`config.mk`:
```
export PLATFORM = sky130hd
export DESIGN_NAME = plcfg_ctrl
export DESIGN_NICKNAME = d
export VERILOG_FILES = /design/src/rtl/plcfg_pkg.sv /design/src/rtl/plcfg_regs.sv /design/src/rtl/plcfg_phase.sv /design/src/rtl/plcfg_serial.sv /design/src/rtl/plcfg_ctrl.sv
export SDC_FILE = /design/constraint.sdc
export NUM_CORES = 1
export LEC_CHECK = 0
export ABC_AREA = 1
export BUFFER_PORTS_ARGS = -buffer_cell sky130_fd_sc_hd__buf_2
export CAP_MARGIN = 20
export CORE_ASPECT_RATIO = 1.75
export CORE_MARGIN = 5
export CORE_UTILIZATION = 49
export DETAILED_ROUTE_END_ITERATION = 6
export GPL_TIMING_DRIVEN = 0
export PLACE_DENSITY = 0.95
export REMOVE_ABC_BUFFERS = 1
export SETUP_SLACK_MARGIN = 0.05
export SKIP_LAST_GASP = 1
export SYNTH_ARGS = -nofsm -noshare
export SYNTH_HDL_FRONTEND = slang
export SYNTH_SLANG_ARGS = --single-unit
```
`constraint.sdc`:
```
create_clock -name clk -period 2.4 [get_ports clk]
set_input_delay 0.12 -clock clk [delete_from_list [all_inputs] [get_ports clk]]
set_output_delay 0.12 -clock clk [all_outputs]
set_load 0.02 [all_outputs]
```
`src/rtl/plcfg_pkg.sv`:
```
`timescale 1ns/1ps
// Shared types for the configuration sequencer: phase codes and control fields.
package plcfg_pkg;
    typedef enum logic [2:0] {
        PH_POWERUP = 3'd0,
        PH_RESET   = 3'd1,
        PH_CONFIG  = 3'd2,
        PH_INIT    = 3'd3,
        PH_USER    = 3'd4,
        PH_UNKNOWN = 3'd5
    } phase_e;

    typedef struct packed {
        logic       wide;
        logic       port_en;
        logic [1:0] ratio;
        logic       pull;
        logic       nce;
        logic       en;
    } ctrl_t;

    localparam int BIT_EN    = 0;
    localparam int BIT_NCE   = 1;
    localparam int BIT_PULL  = 2;
    localparam int RATIO_LO  = 6;
    localparam int BIT_PORT  = 8;
    localparam int BIT_WIDE  = 9;
    localparam int REG_W     = 32;
endpackage

```
`src/rtl/plcfg_regs.sv`:
```
`timescale 1ns/1ps
// Register file: control register storage, mode-pin sampling and read mux.
// Assumes byte addresses; status at 0x0, control at 0x4, all else reads zero.
module plcfg_regs #(
    parameter int ADDR_W = 4,
    parameter int MSEL_W = 5
) (
    input  logic                        clk,
    input  logic                        rst_n,
    input  logic [ADDR_W-1:0]           bus_addr,
    input  logic                        bus_wr,
    input  logic [plcfg_pkg::REG_W-1:0] bus_wdata,
    output logic [plcfg_pkg::REG_W-1:0] bus_rdata,
    input  logic [MSEL_W-1:0]           msel_pins,
    input  logic [2:0]                  phase_vis,
    output plcfg_pkg::ctrl_t            ctrl
);
    import plcfg_pkg::*;
    localparam logic [ADDR_W-1:0] STAT_OFS = ADDR_W'(0);
    localparam logic [ADDR_W-1:0] CTRL_OFS = ADDR_W'(4);

    logic [MSEL_W-1:0] msel_q;
    logic              unused_wbits;

    assign unused_wbits = ^{bus_wdata[REG_W-1:BIT_WIDE+1], bus_wdata[RATIO_LO-1:BIT_PULL+1]};

    // Control register write and mode-pin sampling.
    always_ff @(posedge clk) begin
        if (!rst_n) begin
            ctrl   <= '{wide: 1'b0, port_en: 1'b0, ratio: 2'd0, pull: 1'b0, nce: 1'b1, en: 1'b0};
            msel_q <= '0;
        end else begin
            msel_q <= msel_pins;
            if (bus_wr && bus_addr == CTRL_OFS) begin
                ctrl.en      <= bus_wdata[BIT_EN];
                ctrl.nce     <= bus_wdata[BIT_NCE];
                ctrl.pull    <= bus_wdata[BIT_PULL];
                ctrl.ratio   <= bus_wdata[RATIO_LO +: 2];
                ctrl.port_en <= bus_wdata[BIT_PORT];
                ctrl.wide    <= bus_wdata[BIT_WIDE];
            end
        end
    end

    // Read data selection.
    always_comb begin
        bus_rdata = '0;
        if (bus_addr == STAT_OFS) begin
            bus_rdata[2:0]        = phase_vis;
            bus_rdata[3 +: MSEL_W] = msel_q;
        end else if (bus_addr == CTRL_OFS) begin
            bus_rdata[BIT_EN]        = ctrl.en;
            bus_rdata[BIT_NCE]       = ctrl.nce;
            bus_rdata[BIT_PULL]      = ctrl.pull;
            bus_rdata[RATIO_LO +: 2] = ctrl.ratio;
            bus_rdata[BIT_PORT]      = ctrl.port_en;
            bus_rdata[BIT_WIDE]      = ctrl.wide;
        end
    end
endmodule

```
`src/rtl/plcfg_phase.sv`:
```
`timescale 1ns/1ps
// Phase sequencer: tracks power-up, reset, configuration, init, user and error.
// Assumes handshake inputs are already synchronous to clk.
module plcfg_phase #(
    parameter int INIT_CYCLES = 4
) (
    input  logic              clk,
    input  logic              rst_n,
    input  logic              pwr_on,
    input  logic              hold,
    input  logic              conf_done,
    input  logic              nstatus,
    output plcfg_pkg::phase_e phase_q
);
    import plcfg_pkg::*;
    localparam int CNT_W = $clog2(INIT_CYCLES + 1);
    localparam logic [CNT_W-1:0] CNT_LAST = CNT_W'(INIT_CYCLES - 1);

    logic [CNT_W-1:0] cnt_q;

    // Phase transitions and init countdown.
    always_ff @(posedge clk) begin
        if (!rst_n) begin
            phase_q <= PH_POWERUP;
            cnt_q   <= '0;
        end else if (!pwr_on) begin
            phase_q <= PH_POWERUP;
            cnt_q   <= '0;
        end else if (hold) begin
            phase_q <= PH_RESET;
            cnt_q   <= '0;
        end else begin
            case (phase_q)
                PH_RESET:  phase_q <= PH_CONFIG;
                PH_CONFIG: begin
                    cnt_q <= '0;
                    if (conf_done) phase_q <= nstatus ? PH_INIT : PH_UNKNOWN;
                end
                PH_INIT: begin
                    if (cnt_q == CNT_LAST) phase_q <= PH_USER;
                    else                   cnt_q   <= cnt_q + 1'b1;
                end
                default: phase_q <= phase_q;
            endcase
        end
    end
endmodule

```
`src/rtl/plcfg_serial.sv`:
```
`timescale 1ns/1ps
// Data-port serialiser: sends one word as one wide or two narrow beats, each
// held for 2^ratio cycles. Width and ratio are latched when the word is taken.
module plcfg_serial #(
    parameter int DATA_W = 32
) (
    input  logic              clk,
    input  logic              rst_n,
    input  logic              wr,
    input  logic [DATA_W-1:0] wdata,
    input  logic              port_en,
    input  logic              wide,
    input  logic [1:0]        ratio,
    output logic              busy,
    output logic              dclk,
    output logic [DATA_W-1:0] data
);
    localparam int HALF = DATA_W / 2;

    logic              busy_q, beat_q, wide_q, accept, last_beat;
    logic [2:0]        cyc_q, lim_q, lim_new;
    logic [DATA_W-1:0] word_q;

    assign accept    = wr && port_en && !busy_q;
    assign last_beat = wide_q || beat_q;

    // Cycles per beat minus one, from the ratio field.
    always_comb begin
        case (ratio)
            2'd0:    lim_new = 3'd0;
            2'd1:    lim_new = 3'd1;
            2'd2:    lim_new = 3'd3;
            default: lim_new = 3'd7;
        endcase
    end

    // Word capture and beat/cycle stepping.
    always_ff @(posedge clk) begin
        if (!rst_n) begin
            busy_q <= 1'b0;
            beat_q <= 1'b0;
            wide_q <= 1'b0;
            cyc_q  <= '0;
            lim_q  <= '0;
            word_q <= '0;
        end else if (accept) begin
            busy_q <= 1'b1;
            beat_q <= 1'b0;
            wide_q <= wide;
            cyc_q  <= '0;
            lim_q  <= lim_new;
            word_q <= wdata;
        end else if (busy_q) begin
            if (cyc_q == lim_q) begin
                cyc_q <= '0;
                if (last_beat) busy_q <= 1'b0;
                else           beat_q <= 1'b1;
            end else begin
                cyc_q <= cyc_q + 1'b1;
            end
        end
    end

    // Beat data and strobe.
    always_comb begin
        data = '0;
        if (busy_q) begin
            if (wide_q) data = word_q;
            else        data[HALF-1:0] = beat_q ? word_q[DATA_W-1:HALF] : word_q[HALF-1:0];
        end
    end

    assign busy = busy_q;
    assign dclk = busy_q && (cyc_q == 3'd0);
endmodule

```
`src/rtl/plcfg_ctrl.sv`:
```
`timescale 1ns/1ps
// Configuration sequencer top: registers, phase sequencer and data serialiser.
// Assumes all inputs are synchronous to clk; reads are combinational.
module plcfg_ctrl #(
    parameter int ADDR_W      = 4,
    parameter int MSEL_W      = 5,
    parameter int DATA_W      = 32,
    parameter int INIT_CYCLES = 4
) (
    input  logic              clk,
    input  logic              rst_n,
    input  logic [ADDR_W-1:0] bus_addr,
    input  logic              bus_wr,
    input  logic [31:0]       bus_wdata,
    output logic [31:0]       bus_rdata,
    input  logic              dat_wr,
    input  logic [DATA_W-1:0] dat_wdata,
    output logic              dat_busy,
    input  logic [MSEL_W-1:0] msel_pins,
    input  logic              tgt_pwr_on,
    input  logic              tgt_nstatus,
    input  logic              tgt_conf_done,
    output logic              tgt_nconfig,
    output logic              tgt_nce,
    output logic              cfg_dclk,
    output logic [DATA_W-1:0] cfg_data
);
    import plcfg_pkg::*;

    ctrl_t      ctrl;
    phase_e     phase_q;
    logic [2:0] phase_vis;
    logic       hold;

    assign hold        = ctrl.en && ctrl.pull;
    assign tgt_nconfig = !hold;
    assign tgt_nce     = ctrl.nce;
    assign phase_vis   = tgt_pwr_on ? phase_q : PH_POWERUP;

    plcfg_regs #(.ADDR_W(ADDR_W), .MSEL_W(MSEL_W)) u_regs (
        .clk(clk), .rst_n(rst_n), .bus_addr(bus_addr), .bus_wr(bus_wr),
        .bus_wdata(bus_wdata), .bus_rdata(bus_rdata), .msel_pins(msel_pins),
        .phase_vis(phase_vis), .ctrl(ctrl)
    );

    plcfg_phase #(.INIT_CYCLES(INIT_CYCLES)) u_phase (
        .clk(clk), .rst_n(rst_n), .pwr_on(tgt_pwr_on), .hold(hold),
        .conf_done(tgt_conf_done), .nstatus(tgt_nstatus), .phase_q(phase_q)
    );

    plcfg_serial #(.DATA_W(DATA_W)) u_serial (
        .clk(clk), .rst_n(rst_n), .wr(dat_wr), .wdata(dat_wdata),
        .port_en(ctrl.port_en), .wide(ctrl.wide), .ratio(ctrl.ratio),
        .busy(dat_busy), .dclk(cfg_dclk), .data(cfg_data)
    );
endmodule

```
==> impl_metrics.json <==
{
  "status": "complete, no violations",
  "hold_violations": 0,
  "io_pins": 148,
  "stdcell_count": 589,
  "power_frac_clock": 0.413,
  "holdPathStages": 3,
  "antenna_left": 0,
  "mostFrequentLayoutCell": "buf_2",
  "grt-ovfl-total": 0,
  "cts.sinks": 59,
  "cts_max_level": 3,
  "synth.avg_cell_area_sq_um": 7.30,
  "p_sw_uw": 506,
  "pwr-share-comb": 0.082,
  "max_freq_mhz": 489,
  "postCtsSetupBuffers": 0,
  "placed_cells": 566,
  "die_area_sq_um": 7770,
  "synth_compound_area_frac": 0.200,
  "routed_wl_mm": 7.37,
  "yosysWarnings": 0,
  "synthAdderAreaFrac": 0.0169,
  "grt_pass1_wl_mm": 12.1,
  "worst_slew_pin_slew_ps": 857,
  "leakagePower_nw": 1.67,
  "clk_pin_slew_ps": 60,
  "p_sw_frac": 0.255,
  "vias_per_cell": 4.83,
  "wire_per_inst_um": 12.5,
  "synth_xor_area_frac": 0,
  "r2r_cells": 4,
  "clockBufferDepth": 2,
  "pwr-share-seq": 0.505,
  "syn_to_final_growth_pct": 22.4,
  "clk_latency_ps": 340,
  "grt_max_degree": 50,
  "worst_clock_skew_ps": 8.41,
  "critPathCaptureType": "primary output",
  "cp_max_fo": 25,
  "required_ps": 2280,
  "numCtsBuffers": 9,
  "syn_area_sq_um": 2970,
  "slew_viol_final": 0,
  "fillCellCount": 491,
  "peakVddDrop_v": 0.000445,
  "synth_cells": 406,
  "dr.pass1.iters": 4,
  "antenna_cells": 0,
  "synth_mux_area_frac": 0,
  "drc_errors": 0,
  "powerDensity_nw_per_um2": 546,
  "io_buffers": 100,
  "synth_seq_cells": 59,
  "drv_cap": 0,
  "fp.dieH_um": 113,
  "cts_root_buf": "clkbuf_8",
  "grt_pass1_vias": 2896,
  "vias": 2847,
  "seq_area_sq_um": 1180,
  "synth_top_family_by_area": "simple AND/OR/NAND/NOR gates",
  "antenna_found_initial": 0,
  "final_cell_mix": "buf_2, inv_1, dfxtp_1, nand2_1, nor2_1",
  "startpoint_type": "register",
  "drive_gt1_frac": 0.299,
  "dpl_cell_area_sq_um": 3370,
  "final_core_util": 0.617,
  "fin_crit_sh": 0.851,
  "hold_path.class": "in2reg",
  "setup_viol": 0,
  "multi_input_area_sq_um": 1340,
  "start_util": 0.504,
  "chipWidth_um": 68.8,
  "dp_hpwl_mm": 5.29,
  "grt_usage": 0.200,
  "crit_type": "reg2out",
  "finalNetCount": 590,
  "cts_tree": "yes",
  "coreArea_sq_um": 5880,
  "relSlewSlack": 0.429,
  "tns_ps": 0,
  "drt_iter0_markers": 132,
  "synth_cell_types": 23,
  "arrival_ps": 1920,
  "period_needed_ps": 2040,
  "gp_routability_congestion": 0.798,
  "synth-simple-area-share": 0.207,
  "rows": 37,
  "rsz0062_at_grt": "no",
  "finalInstanceArea_sq_um": 3630,
  "intPower_mw": 1.47,
  "synth.yosys.seq_area_share": 0.398
}
[synthesized netlist by cell type]
library cell	number	area, sq um
buf_2	10	50.1
o22ai_2	2	25.0
a21oi_1	27	135
clkbuf_1	2	7.51
conb_1	1	3.75
ha_1	4	50.1
o21ai_2	27	236
inv_1	67	251
dfxtp_1	59	1180
buf_6	3	33.8
and3_1	1	6.26
nand3_1	40	200
a31oi_1	1	6.26
buf_4	23	173
nand3_2	1	10.0
nor2_2	1	6.26
nand2_1	48	180
a21oi_2	1	8.76
o21ai_0	36	180
nor2_1	47	176
nor2_4	3	33.8
inv_4	1	6.26
buf_1	1	3.75
[state kept, by name, indices dropped and copies added (netlist names)]
register	cells
u_serial.word_q	32
u_regs.ctrl	7
u_regs.msel_q	5
u_phase.cnt_q	3
u_phase.phase_q	3
u_serial.cyc_q	3
u_serial.lim_q	3
u_serial.beat_q	1
u_serial.busy	1
u_serial.wide_q	1
[power groups by stage]
stage	clock network [mW]	registers, mW	logic [mW]
floorplan	0	1.02	0.0798
global placement	0	1.02	0.148
detailed placement	0	1.02	0.152
CTS	0.827	0.999	0.161
global route	0.879	1.00	0.181
finish	0.818	0.999	0.162
[cell families after synthesis]
group           Yosys count
simple gates            141
buf+inv                 107
compound gates           94
flops                    59
fa+ha+maj                 4
other cells               1
[stage by stage]
| stage | hold WS (ps) | power, mW | worst slack, ps |
|---|---|---|---|
| 2_1_floorplan | 204 | 1.10 | 676 |
| 3_3_place_gp | 305 | 1.17 | 197 |
| 3_5_place_dp | 305 | 1.17 | 122 |
| 4_1_cts | 2.54 | 1.99 | 239 |
| 5_1_grt | 20.4 | 2.06 | 219 |
| 6_report | 9.02 | 1.98 | 357 |
[per-layer routing]
metal,global-route usage,vias to the layer above,share of wire
li1,-,1441,-
met5,0,-,0
met3,0.0586,14,0.088
met4,0.102,0,0.021
met1,0.203,1268,0.37
met2,0.354,124,0.52
[timing repair]
| action | 4_1_cts | 5_1_grt |
|---|---|---|
| setup endpoints to repair | 16 | 2 |
| hold endpoints to repair | 7 | 0 |
| hold buffers | 7 | 0 |
| resized for setup | 1 | 1 |
[worst max-delay path: stages (launching register included)]
cell and delay (ps):
dfxtp_2 630, nand2_1 480, nor2_1 270, buf_2 200
[worst paths after layout]
path,startpoint,end,slack [ps]
setup / recovery,u_serial.busy,cfg_data[16],360
hold / removal,dat_wdata[0],u_serial.word_q[0],9
setup reg to reg,u_serial.busy,u_serial.word_q[2],380
hold reg to reg,u_phase.cnt_q[2],u_phase.cnt_q[2],470
[final cells by class]
cell class,count,area share
multi-input cells,261,0.369
flip-flops and latches,59,0.326
repair buffers,107,0.157
inverters,68,0.0710
clock buffers,12,0.0428
well taps,78,0.0269
clock inverters,4,0.00690
Note: power is estimated with default switching activity, not from simulation.
